==> src/rtl/burst_pkg.sv <==
package burst_pkg;
    typedef enum logic {
        ORDER_LINEAR     = 1'b0,
        ORDER_INTERLEAVE = 1'b1
    } order_e;
endpackage

==> src/rtl/burst_beat_ctr.sv <==
module burst_beat_ctr #(
    parameter int BURST_BITS = 2
) (
    input  logic                  clk,
    input  logic                  rst,
    input  logic                  load_i,
    input  logic                  step_n_i,
    output logic [BURST_BITS-1:0] beat_o
);
    localparam logic [BURST_BITS-1:0] BEAT_LAST = '1;

    typedef struct packed {
        logic [BURST_BITS-1:0] beat;
    } ctr_state_t;

    ctr_state_t st_d, st_q;

    always_comb begin
        st_d = st_q;
        if (load_i) begin
            st_d.beat = '0;
        end else if (!step_n_i) begin
            st_d.beat = st_q.beat + 1'b1;
        end
    end

    always_ff @(posedge clk) begin
        if (rst) st_q <= '0;
        else     st_q <= st_d;
    end

    assign beat_o = st_q.beat;

    // stepping from the last beat wraps to beat zero
    assert_beat_wrap_R6: assert property (@(posedge clk) disable iff (rst)
        (!load_i && !step_n_i && st_q.beat == BEAT_LAST) |=> (st_q.beat == '0));

    // a load restarts the beat count
    assert_load_clears_R7: assert property (@(posedge clk) disable iff (rst)
        load_i |=> (st_q.beat == '0));
endmodule

==> src/rtl/burst_addr_reg.sv <==
module burst_addr_reg #(
    parameter int ADDR_W     = 18,
    parameter int BURST_BITS = 2
) (
    input  logic                       clk,
    input  logic                       rst,
    input  logic                       load_i,
    input  logic [ADDR_W-1:0]          addr_i,
    output logic [ADDR_W-BURST_BITS-1:0] base_o,
    output logic [BURST_BITS-1:0]      start_o
);
    localparam int BASE_W = ADDR_W - BURST_BITS;

    typedef struct packed {
        logic [BASE_W-1:0]     base;
        logic [BURST_BITS-1:0] start;
    } areg_state_t;

    areg_state_t st_d, st_q;

    always_comb begin
        st_d = st_q;
        if (load_i) begin
            st_d.base  = addr_i[ADDR_W-1:BURST_BITS];
            st_d.start = addr_i[BURST_BITS-1:0];
        end
    end

    always_ff @(posedge clk) begin
        if (rst) st_q <= '0;
        else     st_q <= st_d;
    end

    assign base_o  = st_q.base;
    assign start_o = st_q.start;
endmodule

==> src/rtl/burst_seq_map.sv <==
module burst_seq_map
    import burst_pkg::*;
#(
    parameter int BURST_BITS = 2
) (
    input  order_e                order_i,
    input  logic [BURST_BITS-1:0] start_i,
    input  logic [BURST_BITS-1:0] beat_i,
    output logic [BURST_BITS-1:0] low_o
);
    logic [BURST_BITS:0]   sum_w;
    logic [BURST_BITS-1:0] lin_w;
    logic [BURST_BITS-1:0] ilv_w;

    assign sum_w = {1'b0, start_i} + {1'b0, beat_i};
    assign lin_w = sum_w[BURST_BITS-1:0];

    for (genvar b = 0; b < BURST_BITS; b++) begin : g_ilv
        assign ilv_w[b] = start_i[b] ^ beat_i[b];
    end

    always_comb begin
        low_o = (order_i == ORDER_INTERLEAVE) ? ilv_w : lin_w;
    end
endmodule

==> src/rtl/burst_addr_gen.sv <==
module burst_addr_gen
    import burst_pkg::*;
#(
    parameter int ADDR_W     = 18,
    parameter int BURST_BITS = 2
) (
    input  logic              clk,
    input  logic              rst,
    input  logic              load_i,
    input  logic              step_n_i,
    input  logic              order_i,
    input  logic [ADDR_W-1:0] addr_i,
    output logic [ADDR_W-1:0] addr_o
);
    localparam int BASE_W = ADDR_W - BURST_BITS;

    logic [BASE_W-1:0]     base_w;
    logic [BURST_BITS-1:0] start_w;
    logic [BURST_BITS-1:0] beat_w;
    logic [BURST_BITS-1:0] low_w;
    order_e                order_w;

    assign order_w = order_e'(order_i);

    burst_addr_reg #(.ADDR_W(ADDR_W), .BURST_BITS(BURST_BITS)) u_areg (
        .clk     (clk),
        .rst     (rst),
        .load_i  (load_i),
        .addr_i  (addr_i),
        .base_o  (base_w),
        .start_o (start_w)
    );

    burst_beat_ctr #(.BURST_BITS(BURST_BITS)) u_ctr (
        .clk      (clk),
        .rst      (rst),
        .load_i   (load_i),
        .step_n_i (step_n_i),
        .beat_o   (beat_w)
    );

    burst_seq_map #(.BURST_BITS(BURST_BITS)) u_map (
        .order_i (order_w),
        .start_i (start_w),
        .beat_i  (beat_w),
        .low_o   (low_w)
    );

    assign addr_o = {base_w, low_w};

    // upper bits never move without a load
    assert_upper_hold_R1: assert property (@(posedge clk) disable iff (rst)
        !load_i |=> $stable(addr_o[ADDR_W-1:BURST_BITS]));

    // a wait state keeps the whole address
    assert_wait_hold_R5: assert property (@(posedge clk) disable iff (rst)
        (!load_i && step_n_i && $stable(order_i)) |=> $stable(addr_o));

    // linear step adds one to the low bits
    assert_linear_step_R2: assert property (@(posedge clk) disable iff (rst)
        (!load_i && !step_n_i && !order_i) |=>
        (order_i || addr_o[BURST_BITS-1:0] == $past(addr_o[BURST_BITS-1:0]) + 1'b1));

    // a load presents the external address next cycle, step or not
    assert_load_addr_R7: assert property (@(posedge clk) disable iff (rst)
        load_i |=> (addr_o == $past(addr_i)));
endmodule

==> config.mk <==
export PLATFORM = sky130hd
export DESIGN_NAME = burst_addr_gen
export DESIGN_NICKNAME = d
export VERILOG_FILES = /design/src/rtl/burst_pkg.sv /design/src/rtl/burst_beat_ctr.sv /design/src/rtl/burst_addr_reg.sv /design/src/rtl/burst_seq_map.sv /design/src/rtl/burst_addr_gen.sv
export SDC_FILE = /design/constraint.sdc
export NUM_CORES = 1
export LEC_CHECK = 0
export CORE_MARGIN = 1
export CORE_UTILIZATION = 40
export CTS_CLUSTER_DIAMETER = 80
export DETAILED_ROUTE_END_ITERATION = 12
export GPL_ROUTABILITY_DRIVEN = 0
export PLACE_DENSITY = 0.84
export SLEW_MARGIN = 40
export SYNTH_ARGS = -nofsm -noshare
export SYNTH_HDL_FRONTEND = slang
export SYNTH_HIERARCHICAL = 1
export SYNTH_SLANG_ARGS = --single-unit
==> constraint.sdc <==
create_clock -name clk -period 1.5 [get_ports clk]
set_input_delay 0.375 -clock clk [delete_from_list [all_inputs] [get_ports clk]]
set_output_delay 0.375 -clock clk [all_outputs]
set_load 0.01 [all_outputs]
**Yosys cells after proc, flatten, opt, wreduce, memory -nomap -nowiden**

Cells that the tools add are included.

- Reduce and logical (&&, ||, !) cells: 1
- Multiplexer cells: 1
- $add $sub $neg: 2
- Bitwise gates (word level): 2

Operators by type and width:

| cell | count |
|---|---|
| $add 2x1->2 const B | 1 |
| $add 2x2->2 | 1 |
| $mux 2 | 1 |
| $reduce_or 2->1 | 1 |
| $xor 1x1->1 | 2 |

- Logic and storage cells: 9
- Bits of input ports: 23
- Register bits: 20
- Output and inout port bits: 18

**Longest topological paths before layout**

- Depth after elaboration: 2
- Mapped depth: 4
- Depth with buffers taken out: 3

**Hierarchy**

Netlist, hierarchy kept.

Modules (own cells, without submodules):

| module | cells each | seq. area each (µm²) | times used | area each (µm²) |
|---|---|---|---|---|
| burst_addr_reg | 58 | 360.3 | 1 | 649.4 |
| burst_beat_ctr | 7 | 40.0 | 1 | 93.8 |
| burst_seq_map | 4 | 0.0 | 1 | 36.3 |

**Worst setup path after synthesis**

No wires, ideal clock.

- Kind: flip-flop to output port
- Start point: reg u_areg.st_q (netlist bit u_areg/start_o[0])
- End point: out addr_o[1]
- Data arrival time: 0.821 ns
- Slack: 0.304 ns
- Buffers on the path: 0
- Required time: 1.125 ns
- Cell stages (with the launch flop): 4
- Path through: dfxtp_1 ha_1 nor2b_1 xnor2_1

- Word-level cells in the longest chain between the ends: 2

RTL lines:

| what | line | text |
|---|---|---|
| from (decl) | burst_addr_reg.sv:19 | `areg_state_t st_d, st_q;` |
| from (signal assigned) | burst_addr_reg.sv:31 | `else st_q <= st_d;` |
| $add 2x2->2 | burst_seq_map.sv:15 | `assign sum_w = {1'b0, start_i} + {1'b0, beat_i};` |
| $mux 2 | burst_seq_map.sv:23 | `low_o = (order_i == ORDER_INTERLEAVE) ? ilv_w : lin_w;` |
| to (decl) | burst_addr_gen.sv:13 | `output logic [ADDR_W-1:0] addr_o` |

Every way passes these cells.

**Final worst setup path**

- Start point: reg u_ctr.st_q (netlist bit u_ctr/beat_o[0])
- End point: out addr_o[1]

- Word-level cells in the longest chain between the ends: 2

RTL lines:

| what | line | text |
|---|---|---|
| from (decl) | burst_beat_ctr.sv:16 | `ctr_state_t st_d, st_q;` |
| from (signal assigned) | burst_beat_ctr.sv:29 | `else st_q <= st_d;` |
| $add 2x2->2 | burst_seq_map.sv:15 |  |
| $mux 2 | burst_seq_map.sv:23 |  |

Every way passes these cells.

==> flow_metrics.tcl <==
set metrics [dict create \
    outcome "complete, but fails checks" \
    violations "negative setup slack" \
    hold_buffers 0 \
    hp-class "register to register" \
    antenna_cells 0 \
    wl_microns 1600 \
    start_util 0.437 \
    power_density_mw_per_mm2 822 \
    critPathArrivalTime_ps 1170 \
    path_buf_inv 1 \
    nNetsFinal 141 \
    synth_top_area_frac 0.514 \
    cts_sinks 20 \
    max-slew-margin-rel 0.871 \
    final.setup.tns_ps -49.1 \
    vias 637 \
    coreArea_sq_mm 0.00178 \
    synthToLayoutAreaGrowth_pct 58.9 \
    synth.most_common_cell "dfxtp_1" \
    cts-root-buf "clkbuf_4" \
    crit_family "flip-flops" \
    drc 0 \
    fin_ws_ps -49.1 \
    cp_max_fo 2 \
    dr.pass1.iters 3 \
    grt_overflow_total 0 \
    cp_cell_sequence "ha_2, nor2b_4, xnor2_1, buf_2" \
    postSynthCellCount 69 \
    io-pin-count 41 \
    fin_cells 140 \
    grt_pass1_vias 616 \
    async_flop_share 0 \
    dp_cells 135 \
    crit_required_ps 1120 \
    io_buffers 40 \
    htreeDepth 1 \
    path_clk_slew_ps 100 \
    ys_ff_latch 20 \
    drive_gt1_frac 0.174 \
    grt_pass1_wl_microns 2460 \
    crit_path_end_kind "output port" \
    ys_types 14 \
    start_kind "register" \
    grt_start_max_net_pins 21 \
    syn_avg_cell_area_sq_um 11.3 \
    synth_edf_count 0 \
    track_usage 0.160 \
    crit_type "register to output port" \
    antenna_left 0 \
    cts_buffers 3 \
    syn-cell-area_sq_um 779 \
    cpPeakStageDelay_ps 340 \
    finClkSkew_ps 0.210 \
    hold_slack_ps 497 \
    peakVddDrop_mv 0.475 \
    num_rows 15 \
    clockBufferDepth 2 \
    tightest_slew_ps 193 \
    syn-num-nets 93 \
    fin_crit_sh 1.03 \
    dieArea_sq_mm 0.00213 \
    drv_cap 0 \
    fin_util 0.695 \
    ys_top_cells_by_area "dfxtp_1 (51%), mux2i_1 (23%), nor2_1 (8.7%)" \
    grt_setup_unrepaired "true" \
    ys_warn_count 6 \
    via_per_inst 4.55 \
    final_hold_viol_count 0 \
    dieWidth_microns 46.1 \
    avgRoutedWirePerCell_microns 11.4 \
    period_needed_ps 1550 \
    max_freq_mhz 646 \
    synth_top_area_cell "dfxtp_1" \
    antenna_found_initial 0 \
    leakagePower_nw 0.597 \
    setup-violations-final 1 \
    dominantRegCellSynth "dfxtp_1" \
    slew_viol_final 0 \
    synth_commonest_cells "dfxtp_1 (20), mux2i_1 (18), nor2_1 (18)" \
    die_y_microns 46.1 \
    insertion_delay_ps 280 \
    drt_iter0_markers 4 \
    worst_path_max_delay_cell "dfxtp_2" \
    yosysSeqAreaShare 0.514 \
    cts_tree "yes" \
]
==> cells by family (layout without fill, tap and decap cells) <==
kind of cell	after synthesis	in the layout	synth area share
adder cells (fa/ha/maj)	1	1	0.0160
buffers and inverters	4	50	0.0530
XOR/XNOR	3	3	0.0337
multiplexers	18	18	0.231
flip-flops	20	20	0.514
AND/OR/NAND/NOR	23	23	0.152
==> layout by cell type, fill, tap and decap left out, drive strengths merged <==
| cell | netlist | routed |
|---|---|---|
| dfxtp | 20 | 20 |
| dlygate4sd2 | 0 | 17 |
| nor3 | 1 | 1 |
| xnor2 | 3 | 3 |
| mux2i | 18 | 18 |
| and2b | 1 | 1 |
| clkbuf | 1 | 3 |
| nor2b | 2 | 2 |
| ha | 1 | 1 |
| nor2 | 18 | 18 |
| clkdlybuf4s50 | 0 | 21 |
| nor4 | 1 | 1 |
| buf | 3 | 9 |
==> timing repair <==
item / in CTS / in global routing
endpoints found under the setup margin: 18 / 1
pin swaps: 2 / 1
buffers inserted: 1 / 1
cloned: 0 / 0
gates resized for setup: 30 / 0
==> path summary, 6_finish.rpt <==
| path | slack (ps) | endpoint | start | depth (start not counted) |
|---|---|---|---|---|
| hold reg to reg | 500 | u_areg/base_o[11] | u_areg/base_o[11] | 2 |
| setup reg to reg | 350 | u_ctr/beat_o[1] | u_ctr/beat_o[0] | 6 |
| hold / removal | 500 | u_areg/base_o[11] | u_areg/base_o[11] | 2 |
| setup / recovery | -50 | addr_o[1] | u_ctr/beat_o[0] | 4 |
==> power by group <==
| part | total [W] | internal [W] | switching, W |
|---|---|---|---|
| Combinational | 0.000205 | 0.000126 | 0.0000798 |
| Sequential | 0.000576 | 0.000562 | 0.0000139 |
| Clock | 0.000238 | 0.0000931 | 0.000145 |
==> metal layers <==
metal / global-route usage / wire (microns) / up-vias / part of all wire
met5: 0 / 0 / - / 0
met1: 0.192 / 681 / 287 / 0.43
met4: 0.0529 / 0 / 0 / 0
met2: 0.279 / 779 / 31 / 0.49
met3: 0.0353 / 137 / 0 / 0.086
li1: - / - / 319 / -
==> metrics by stage <==
step	total power [W]	setup slack, ps	cell area, sq um
after floorplan	0.000680	304	779
after global placement	0.000807	-451	1220
after detailed placement	0.000813	-466	1220
after CTS	0.00103	-65.7	1230
after global routing	0.00107	-125	1240
final	0.00102	-49.1	1240
==> worst register-to-register path, cell delays in order (launching register included) <==
cell     delay [ps]
dfxtp_2         340
buf_4           120
buf_4           120
buf_4           120
nor2b_4         120
xnor2_1         170
nor3_2           50
==> sequential cells by signal, indices dropped and copies added (netlist names) <==
name	cells
u_areg/start_o	2
u_ctr/beat_o	2
u_areg/base_o	16
==> final cells by class <==
class	instances	area [sq um]
fill	144	544
tap	25	31.3
multi-input combinational	45	348
sequential	20	403
timing repair buffer	47	434
clock buffer	3	22.5
No activity file was read; power rests on OpenSTA's default activity.
